**config.mk**
```make
export PLATFORM = sky130hd
export DESIGN_NAME = stride_pf
export DESIGN_NICKNAME = d
export VERILOG_FILES = /design/src/rtl/stride_pf_pkg.sv /design/src/rtl/stride_pf_fsm.sv /design/src/rtl/stride_pf_table.sv /design/src/rtl/stride_pf_issue.sv /design/src/rtl/stride_pf.sv
export SDC_FILE = /design/constraint.sdc
export NUM_CORES = 2
export LEC_CHECK = 0
export BUFFER_PORTS_ARGS = -buffer_cell sky130_fd_sc_hd__clkbuf_2
export CAP_MARGIN = 20
export CORE_MARGIN = 3
export CORE_UTILIZATION = 56
export DETAILED_ROUTE_END_ITERATION = 10
export PLACE_DENSITY_LB_ADDON = 0.1
export SETUP_SLACK_MARGIN = 0.15
export SLEW_MARGIN = 30
export SYNTH_ARGS = -nofsm -noshare
export SYNTH_HDL_FRONTEND = slang
export SYNTH_SLANG_ARGS = --single-unit
```
**constraint.sdc**
```tcl
create_clock -name clk -period 10.5 [get_ports clk]
set_input_delay 2.1 -clock clk [delete_from_list [all_inputs] [get_ports clk]]
set_output_delay 2.1 -clock clk [all_outputs]
set_load 0.02 [all_outputs]
```
**src/rtl/stride_pf_pkg.sv**
```systemverilog
package stride_pf_pkg;

   typedef enum logic [1:0] {
      CONF_INIT   = 2'd0,
      CONF_TRANS  = 2'd1,
      CONF_STEADY = 2'd2,
      CONF_NOPRED = 2'd3
   } conf_e;

endpackage

```
**src/rtl/stride_pf_fsm.sv**
```systemverilog
module stride_pf_fsm
   import stride_pf_pkg::*;
(
   input  conf_e cur_state,
   input  logic  correct,
   output conf_e nxt_state,
   output logic  take_stride
);

   always_comb begin
      nxt_state   = cur_state;
      take_stride = 1'b0;
      unique case (cur_state)
         CONF_INIT: begin
            if (correct) begin
               nxt_state = CONF_STEADY;
            end else begin
               nxt_state   = CONF_TRANS;
               take_stride = 1'b1;
            end
         end
         CONF_TRANS: begin
            if (correct) begin
               nxt_state = CONF_STEADY;
            end else begin
               nxt_state   = CONF_NOPRED;
               take_stride = 1'b1;
            end
         end
         CONF_STEADY: begin
            nxt_state = correct ? CONF_STEADY : CONF_INIT;
         end
         CONF_NOPRED: begin
            if (correct) begin
               nxt_state = CONF_TRANS;
            end else begin
               take_stride = 1'b1;
            end
         end
         default: begin
            nxt_state = CONF_INIT;
         end
      endcase
   end

endmodule

```
**src/rtl/stride_pf_table.sv**
```systemverilog
module stride_pf_table
   import stride_pf_pkg::*;
#(
   parameter int ENTRIES = 16,
   parameter int TAG_W   = 26,
   parameter int ADDR_W  = 32,
   localparam int IDX_W  = $clog2(ENTRIES)
) (
   input  logic              clk,
   input  logic              rst_n,
   input  logic [IDX_W-1:0]  rd_idx,
   output logic              rd_valid,
   output logic [TAG_W-1:0]  rd_tag,
   output logic [ADDR_W-1:0] rd_prev,
   output logic [ADDR_W-1:0] rd_stride,
   output conf_e             rd_state,
   input  logic              wr_en,
   input  logic              wr_alloc,
   input  logic [IDX_W-1:0]  wr_idx,
   input  logic [TAG_W-1:0]  wr_tag,
   input  logic [ADDR_W-1:0] wr_prev,
   input  logic [ADDR_W-1:0] wr_stride,
   input  conf_e             wr_state
);

   logic              valid_a  [ENTRIES];
   logic [TAG_W-1:0]  tag_a    [ENTRIES];
   logic [ADDR_W-1:0] prev_a   [ENTRIES];
   logic [ADDR_W-1:0] stride_a [ENTRIES];
   conf_e             state_a  [ENTRIES];

   for (genvar e = 0; e < ENTRIES; e++) begin : g_ent
      logic              v_q;
      logic [TAG_W-1:0]  tag_q;
      logic [ADDR_W-1:0] prev_q;
      logic [ADDR_W-1:0] stride_q;
      conf_e             st_q;
      logic              sel;

      assign sel = wr_en && (wr_idx == IDX_W'(e));

      always_ff @(posedge clk or negedge rst_n) begin
         if (!rst_n) begin
            v_q      <= 1'b0;
            tag_q    <= '0;
            prev_q   <= '0;
            stride_q <= '0;
            st_q     <= CONF_INIT;
         end else if (sel) begin
            v_q      <= 1'b1;
            tag_q    <= wr_tag;
            prev_q   <= wr_prev;
            stride_q <= wr_stride;
            st_q     <= wr_state;
         end
      end

      assign valid_a[e]  = v_q;
      assign tag_a[e]    = tag_q;
      assign prev_a[e]   = prev_q;
      assign stride_a[e] = stride_q;
      assign state_a[e]  = st_q;

      // leaving no-prediction never lands directly in steady
      a_r7_nopred_no_jump: assert property (@(posedge clk) disable iff (!rst_n)
         (st_q == CONF_NOPRED) |=> (st_q != CONF_STEADY));

      // a steady entry either stays steady or drops to init
      a_r6_steady_exits: assert property (@(posedge clk) disable iff (!rst_n)
         (st_q == CONF_STEADY) |=> (st_q == CONF_STEADY || st_q == CONF_INIT));

      // the stride of a steady entry survives everything except replacement
      a_r6_stride_kept: assert property (@(posedge clk) disable iff (!rst_n)
         (st_q == CONF_STEADY && !(sel && wr_alloc)) |=> $stable(stride_q));
   end

   assign rd_valid  = valid_a[rd_idx];
   assign rd_tag    = tag_a[rd_idx];
   assign rd_prev   = prev_a[rd_idx];
   assign rd_stride = stride_a[rd_idx];
   assign rd_state  = state_a[rd_idx];

endmodule

```
**src/rtl/stride_pf_issue.sv**
```systemverilog
module stride_pf_issue #(
   parameter int ADDR_W = 32
) (
   input  logic              clk,
   input  logic              rst_n,
   input  logic              req,
   input  logic [ADDR_W-1:0] req_addr,
   output logic              pf_valid,
   output logic [ADDR_W-1:0] pf_addr,
   input  logic              pf_ready
);

   logic              vld_q;
   logic [ADDR_W-1:0] addr_q;

   always_ff @(posedge clk or negedge rst_n) begin
      if (!rst_n) begin
         vld_q  <= 1'b0;
         addr_q <= '0;
      end else begin
         vld_q <= req;
         if (req) begin
            addr_q <= req_addr;
         end
      end
   end

   assign pf_valid = vld_q;
   assign pf_addr  = addr_q;

   // a refused offer is gone next cycle unless a fresh request arrived
   a_r10_no_hold: assert property (@(posedge clk) disable iff (!rst_n)
      (pf_valid && !pf_ready && !req) |=> !pf_valid);

endmodule

```
**src/rtl/stride_pf.sv**
```systemverilog
module stride_pf
   import stride_pf_pkg::*;
#(
   parameter int PC_W    = 32,
   parameter int ADDR_W  = 32,
   parameter int ENTRIES = 16,
   parameter int PC_LSB  = 2,
   localparam int IDX_W  = $clog2(ENTRIES),
   localparam int TAG_W  = PC_W - PC_LSB - IDX_W
) (
   input  logic              clk,
   input  logic              rst_n,
   input  logic              ld_valid,
   input  logic [PC_W-1:0]   ld_pc,
   input  logic [ADDR_W-1:0] ld_addr,
   output logic              pf_valid,
   output logic [ADDR_W-1:0] pf_addr,
   input  logic              pf_ready
);

   if (ENTRIES < 2 || (ENTRIES & (ENTRIES - 1)) != 0) begin : g_bad_entries
      $error("stride_pf: ENTRIES must be a power of two, at least 2");
   end
   if (TAG_W < 1) begin : g_bad_tag
      $error("stride_pf: PC_W too small for PC_LSB and ENTRIES");
   end
   if (ADDR_W < 2) begin : g_bad_addr
      $error("stride_pf: ADDR_W must be at least 2");
   end

   logic [IDX_W-1:0]  idx;
   logic [TAG_W-1:0]  tag;
   logic              e_valid;
   logic [TAG_W-1:0]  e_tag;
   logic [ADDR_W-1:0] e_prev;
   logic [ADDR_W-1:0] e_stride;
   conf_e             e_state;
   logic              hit;
   logic              correct;
   logic [ADDR_W-1:0] diff;
   conf_e             fsm_next;
   logic              fsm_take;
   logic [ADDR_W-1:0] new_stride;
   conf_e             new_state;
   logic              req;
   logic [ADDR_W-1:0] req_addr;

   assign idx = ld_pc[PC_LSB +: IDX_W];
   assign tag = ld_pc[PC_W-1 -: TAG_W];

   stride_pf_table #(
      .ENTRIES (ENTRIES),
      .TAG_W   (TAG_W),
      .ADDR_W  (ADDR_W)
   ) u_table (
      .clk       (clk),
      .rst_n     (rst_n),
      .rd_idx    (idx),
      .rd_valid  (e_valid),
      .rd_tag    (e_tag),
      .rd_prev   (e_prev),
      .rd_stride (e_stride),
      .rd_state  (e_state),
      .wr_en     (ld_valid),
      .wr_alloc  (!hit),
      .wr_idx    (idx),
      .wr_tag    (tag),
      .wr_prev   (ld_addr),
      .wr_stride (new_stride),
      .wr_state  (new_state)
   );

   assign hit     = e_valid && (e_tag == tag);
   assign correct = (ld_addr == e_prev + e_stride);
   assign diff    = ld_addr - e_prev;

   stride_pf_fsm u_fsm (
      .cur_state   (e_state),
      .correct     (correct),
      .nxt_state   (fsm_next),
      .take_stride (fsm_take)
   );

   always_comb begin
      if (hit) begin
         new_state  = fsm_next;
         new_stride = fsm_take ? diff : e_stride;
      end else begin
         new_state  = CONF_INIT;
         new_stride = '0;
      end
   end

   assign req      = ld_valid && hit && (fsm_next == CONF_STEADY);
   assign req_addr = ld_addr + new_stride;

   stride_pf_issue #(
      .ADDR_W (ADDR_W)
   ) u_issue (
      .clk      (clk),
      .rst_n    (rst_n),
      .req      (req),
      .req_addr (req_addr),
      .pf_valid (pf_valid),
      .pf_addr  (pf_addr),
      .pf_ready (pf_ready)
   );

   // an offer only ever follows an observed load
   a_r9_pf_follows_load: assert property (@(posedge clk) disable iff (!rst_n)
      pf_valid |-> $past(ld_valid));

   // a table miss never yields a prefetch
   a_r2_miss_no_pf: assert property (@(posedge clk) disable iff (!rst_n)
      (ld_valid && !hit) |=> !pf_valid);

endmodule

```
==> results.md <==
- Status: complete, no violations
- H-Tree Level Count: 4
- Final setup margin: 642 ps
- Max-slew violations: 0
- Residual DRC: 0
- Worst setup path start: ld_pc[2]
- Post-synth EDFFs: 0
- Routed WL: 220000 microns
- Clock Sinks: 1521
- Wire per inst: 26.1 microns
- Fill cell count: 10137
- Largest net degree at the start of global routing: 160
- CP Launch Type: input port
- Vias in the first global route: between 50000 and 60000
- Critical path arrival: 10570 ps
- Hpwl dp: between 100000 and 150000 microns
- Crit path time final: 9860 ps
- Area growth syn-to-layout: 13.0%
- Final Cycle Share: 0.939
- CP Max Fanout: 20
- Share of the yosys chip area belonging to registers: 0.512
- FMAX: 101 MHz
- # setup viols final: 0
- Skew final: 31.0 ps
- Post-synth cell types: 83
- WHS Path Cells: 1
- Slew headroom: 0.291
- Avg Inst Size Synth: 11.6 sq um
- First-pass GRT wire length: 335000 microns
- Root Buffer: clkbuf_16
- Pwr Density: 184 mW/mm^2
- Ys Warns: 0
- R2R setup slack: approximately 2200 ps
- Via Count: 52313
- Syn_nets: about 6600
- IO Port Bufs: 97
- Worst vdd ir: 140 uV
- Max-cap violation count: 0
- Pre-CTS WS: -280 ps
- Remaining antenna violation count: 0
- Post-CTS setup buffers: 0
- Crit. End Element: register
- Top cell type's share of synthesized area: 0.512
- Slew @ Worst Pin: 1060 ps
- Initial antenna violation count: 7
- Logic pwr share: 0.176
- Total track usage: 0.326
- Switching share of power: 0.271
- Most instantiated cells after synthesis: nand2_1 (1710), dfrtp_1 (1521), mux2_2 (734), mux4_2 (435), o21ai_0 (420)
- TritonCTS Buffers: 159
- Setup CP Type: in2reg
- Cell count after synthesis: 6414
- End of the critical path: u_issue.pf_addr[30]
- Initial Util: 0.565
- Sequential Power Share: 0.455
- Fraction of registers with async set/reset: 1.00
- Nets: 6710
- Clock share of power: 0.370
- Critical path required time: 11210 ps
- Die X: 370 microns
- Initial DRC count: 4853
- Post-synth top area cell: dfrtp_1
- Top_reg_cell synth: dfrtp_1
- DIE AREA: 0.137 sq mm
- R2R cell count: 26
- Register bit total from synthesis: 1521
- Leak pwr: 0.0403 uW
- Crit-path max cell delay: 840 ps
- CTS tree: built
- Worst-path clk slew: 60 ps
- RSZ-0062 raised after global routing: false
- Ports: between 100 and 150
- First drt pass iteration count: 8
- Rows: 133
- Number of vias per cell: 6.20
- Int Power: 11300 uW
- Most common cell in the netlist: nand2_1
- Slowest CP cell: or4_2
- Die Ht: ~370 microns
- Worst hold slack: 466 ps
- Net Switching: 4180 uW
- Gpl congestion: 0.960
- Final hold viol count: 0
- Share of cells above drive strength 1: 0.296
- Synth top area cells: dfrtp_1 (51%), mux4_2 (13%), mux2_2 (11%)
- Hold Path Class: reg2reg
- RR Startpoint: u_table.g_ent[7].stride_q[18]
- Clock buffer depth: 3
- Synthesized cell area: 0.0744 sq mm
- GR Overflow Total: 0
- Reg-to-reg endpoint: u_issue.pf_addr[30]
- Skew-Pair Late Insertion Delay: 790 ps
- CORE AREA: 0.132 sq mm
## stage by stage
step                      instance area (sq um)  setup TNS [ps]  cells  total power [uW]   util
after global placement                    78700            -392   8138              9700  0.598
after global routing                      84100               0   8429             16100  0.639
after floorplan                           74600               0   6414              8880      -
after CTS                                 84000               0   8425             15500  0.638
final                                     84100               0   8432             15400  0.639
after detailed placement                  78700            -562   8139              9800  0.598
## sequential cells by signal, summed over array words and instances, names as in the netlist
signal and cells:
u_issue.pf_addr 32, u_table.g_ent.st_q 32, u_table.g_ent.prev_q 512, u_table.g_ent.v_q 16
u_table.g_ent.tag_q 416, u_issue.pf_valid 1, u_table.g_ent.stride_q 512
## kinds of logic (layout without fill, tap and decap cells)
| kind of cell | Yosys count | in the layout | share of synthesized area |
|---|---|---|---|
| adder cells (fa/ha/maj) | 96 | 96 | 0.0165 |
| AND/OR/NAND/NOR | 2051 | 2051 | 0.111 |
| AO/OA/AOI/OAI | 796 | 796 | 0.0631 |
| other | 0 | 6 | 0 |
| multiplexers | 1220 | 1220 | 0.250 |
| buffers and inverters | 606 | 863 | 0.0330 |
| flip-flops | 1521 | 1521 | 0.512 |
| XOR/XNOR | 124 | 124 | 0.0146 |
## critical path, delay by kind of cell
family / cells / cell delay, ps
compound gates: 11 / 2320
fa+ha+maj: 2 / 830
buf+inv: 4 / 970
mux: 3 / 1360
simple gates: 9 / 2890
## layer usage
metal  up-vias  GRT usage  wire length (microns)
met2      1933      0.512                 104000
met5         -          0                      9
met1     27209      0.466                  93800
met4         2      0.103                   7260
li1      22753          -                      -
met3       416     0.0559                  15200
## how the worst min path moves through the flow
| stage | startpoint | end | slack [ps] |
|---|---|---|---|
| floorplan | u_table.g_ent[10].v_q | u_table.g_ent[10].v_q | 430 |
| global placement | u_table.g_ent[0].v_q | u_table.g_ent[0].v_q | 440 |
| detailed placement | u_table.g_ent[0].v_q | u_table.g_ent[0].v_q | 450 |
| CTS | u_table.g_ent[15].v_q | u_table.g_ent[15].v_q | 470 |
| global route | u_table.g_ent[9].v_q | u_table.g_ent[9].v_q | 480 |
| finish | u_table.g_ent[11].v_q | u_table.g_ent[11].v_q | 470 |
## power groups by stage
stage	Sequential (uW)	Combinational, uW	Clock [uW]
final	7020	2710	5710
after global placement	7060	2630	0
after CTS	7010	2710	5780
after floorplan	6980	1900	0
after global routing	7090	2990	6030
after detailed placement	7100	2690	0
## placed cells by master, fill, tap and decap left out, types with 19 or more instances in the layout
cell / instances
ha_1: 93
clkbuf_16: 164
nand2_1: 1698
nand3_1: 54
inv_1: 72
mux4_2: 435
a21o_1: 41
a21oi_1: 116
dfrtp_1: 1521
xnor2_1: 76
nand4_1: 25
nor2_1: 79
buf_12: 38
o21ai_0: 415
clkbuf_1: 42
buf_4: 358
clkinv_2: 19
o21ai_1: 35
mux2i_1: 51
nor3_1: 36
o21a_1: 21
nand2b_1: 31
mux2_2: 734
clkbuf_8: 44
xor2_1: 48
clkbuf_2: 92
## repair_timing
item	CTS	global route
hold buffers	0	0
resized for setup	0	3
endpoints found under the hold margin	0	0
endpoints found under the setup margin	0	4
## area by class of cell
type,count,area [sq um],share of cell area
Inverter,78,298,0.00354
Multi-Input combinational cell,4287,34100,0.406
Timing Repair Buffer,499,4050,0.0482
Tap cell,1755,2200,0.0261
Antenna cell,6,15.0,0.000179
Sequential cell,1521,38100,0.453
Clock inverter,36,445,0.00530
Clock buffer,250,4870,0.0579
Power figures use the tool's default switching activity.
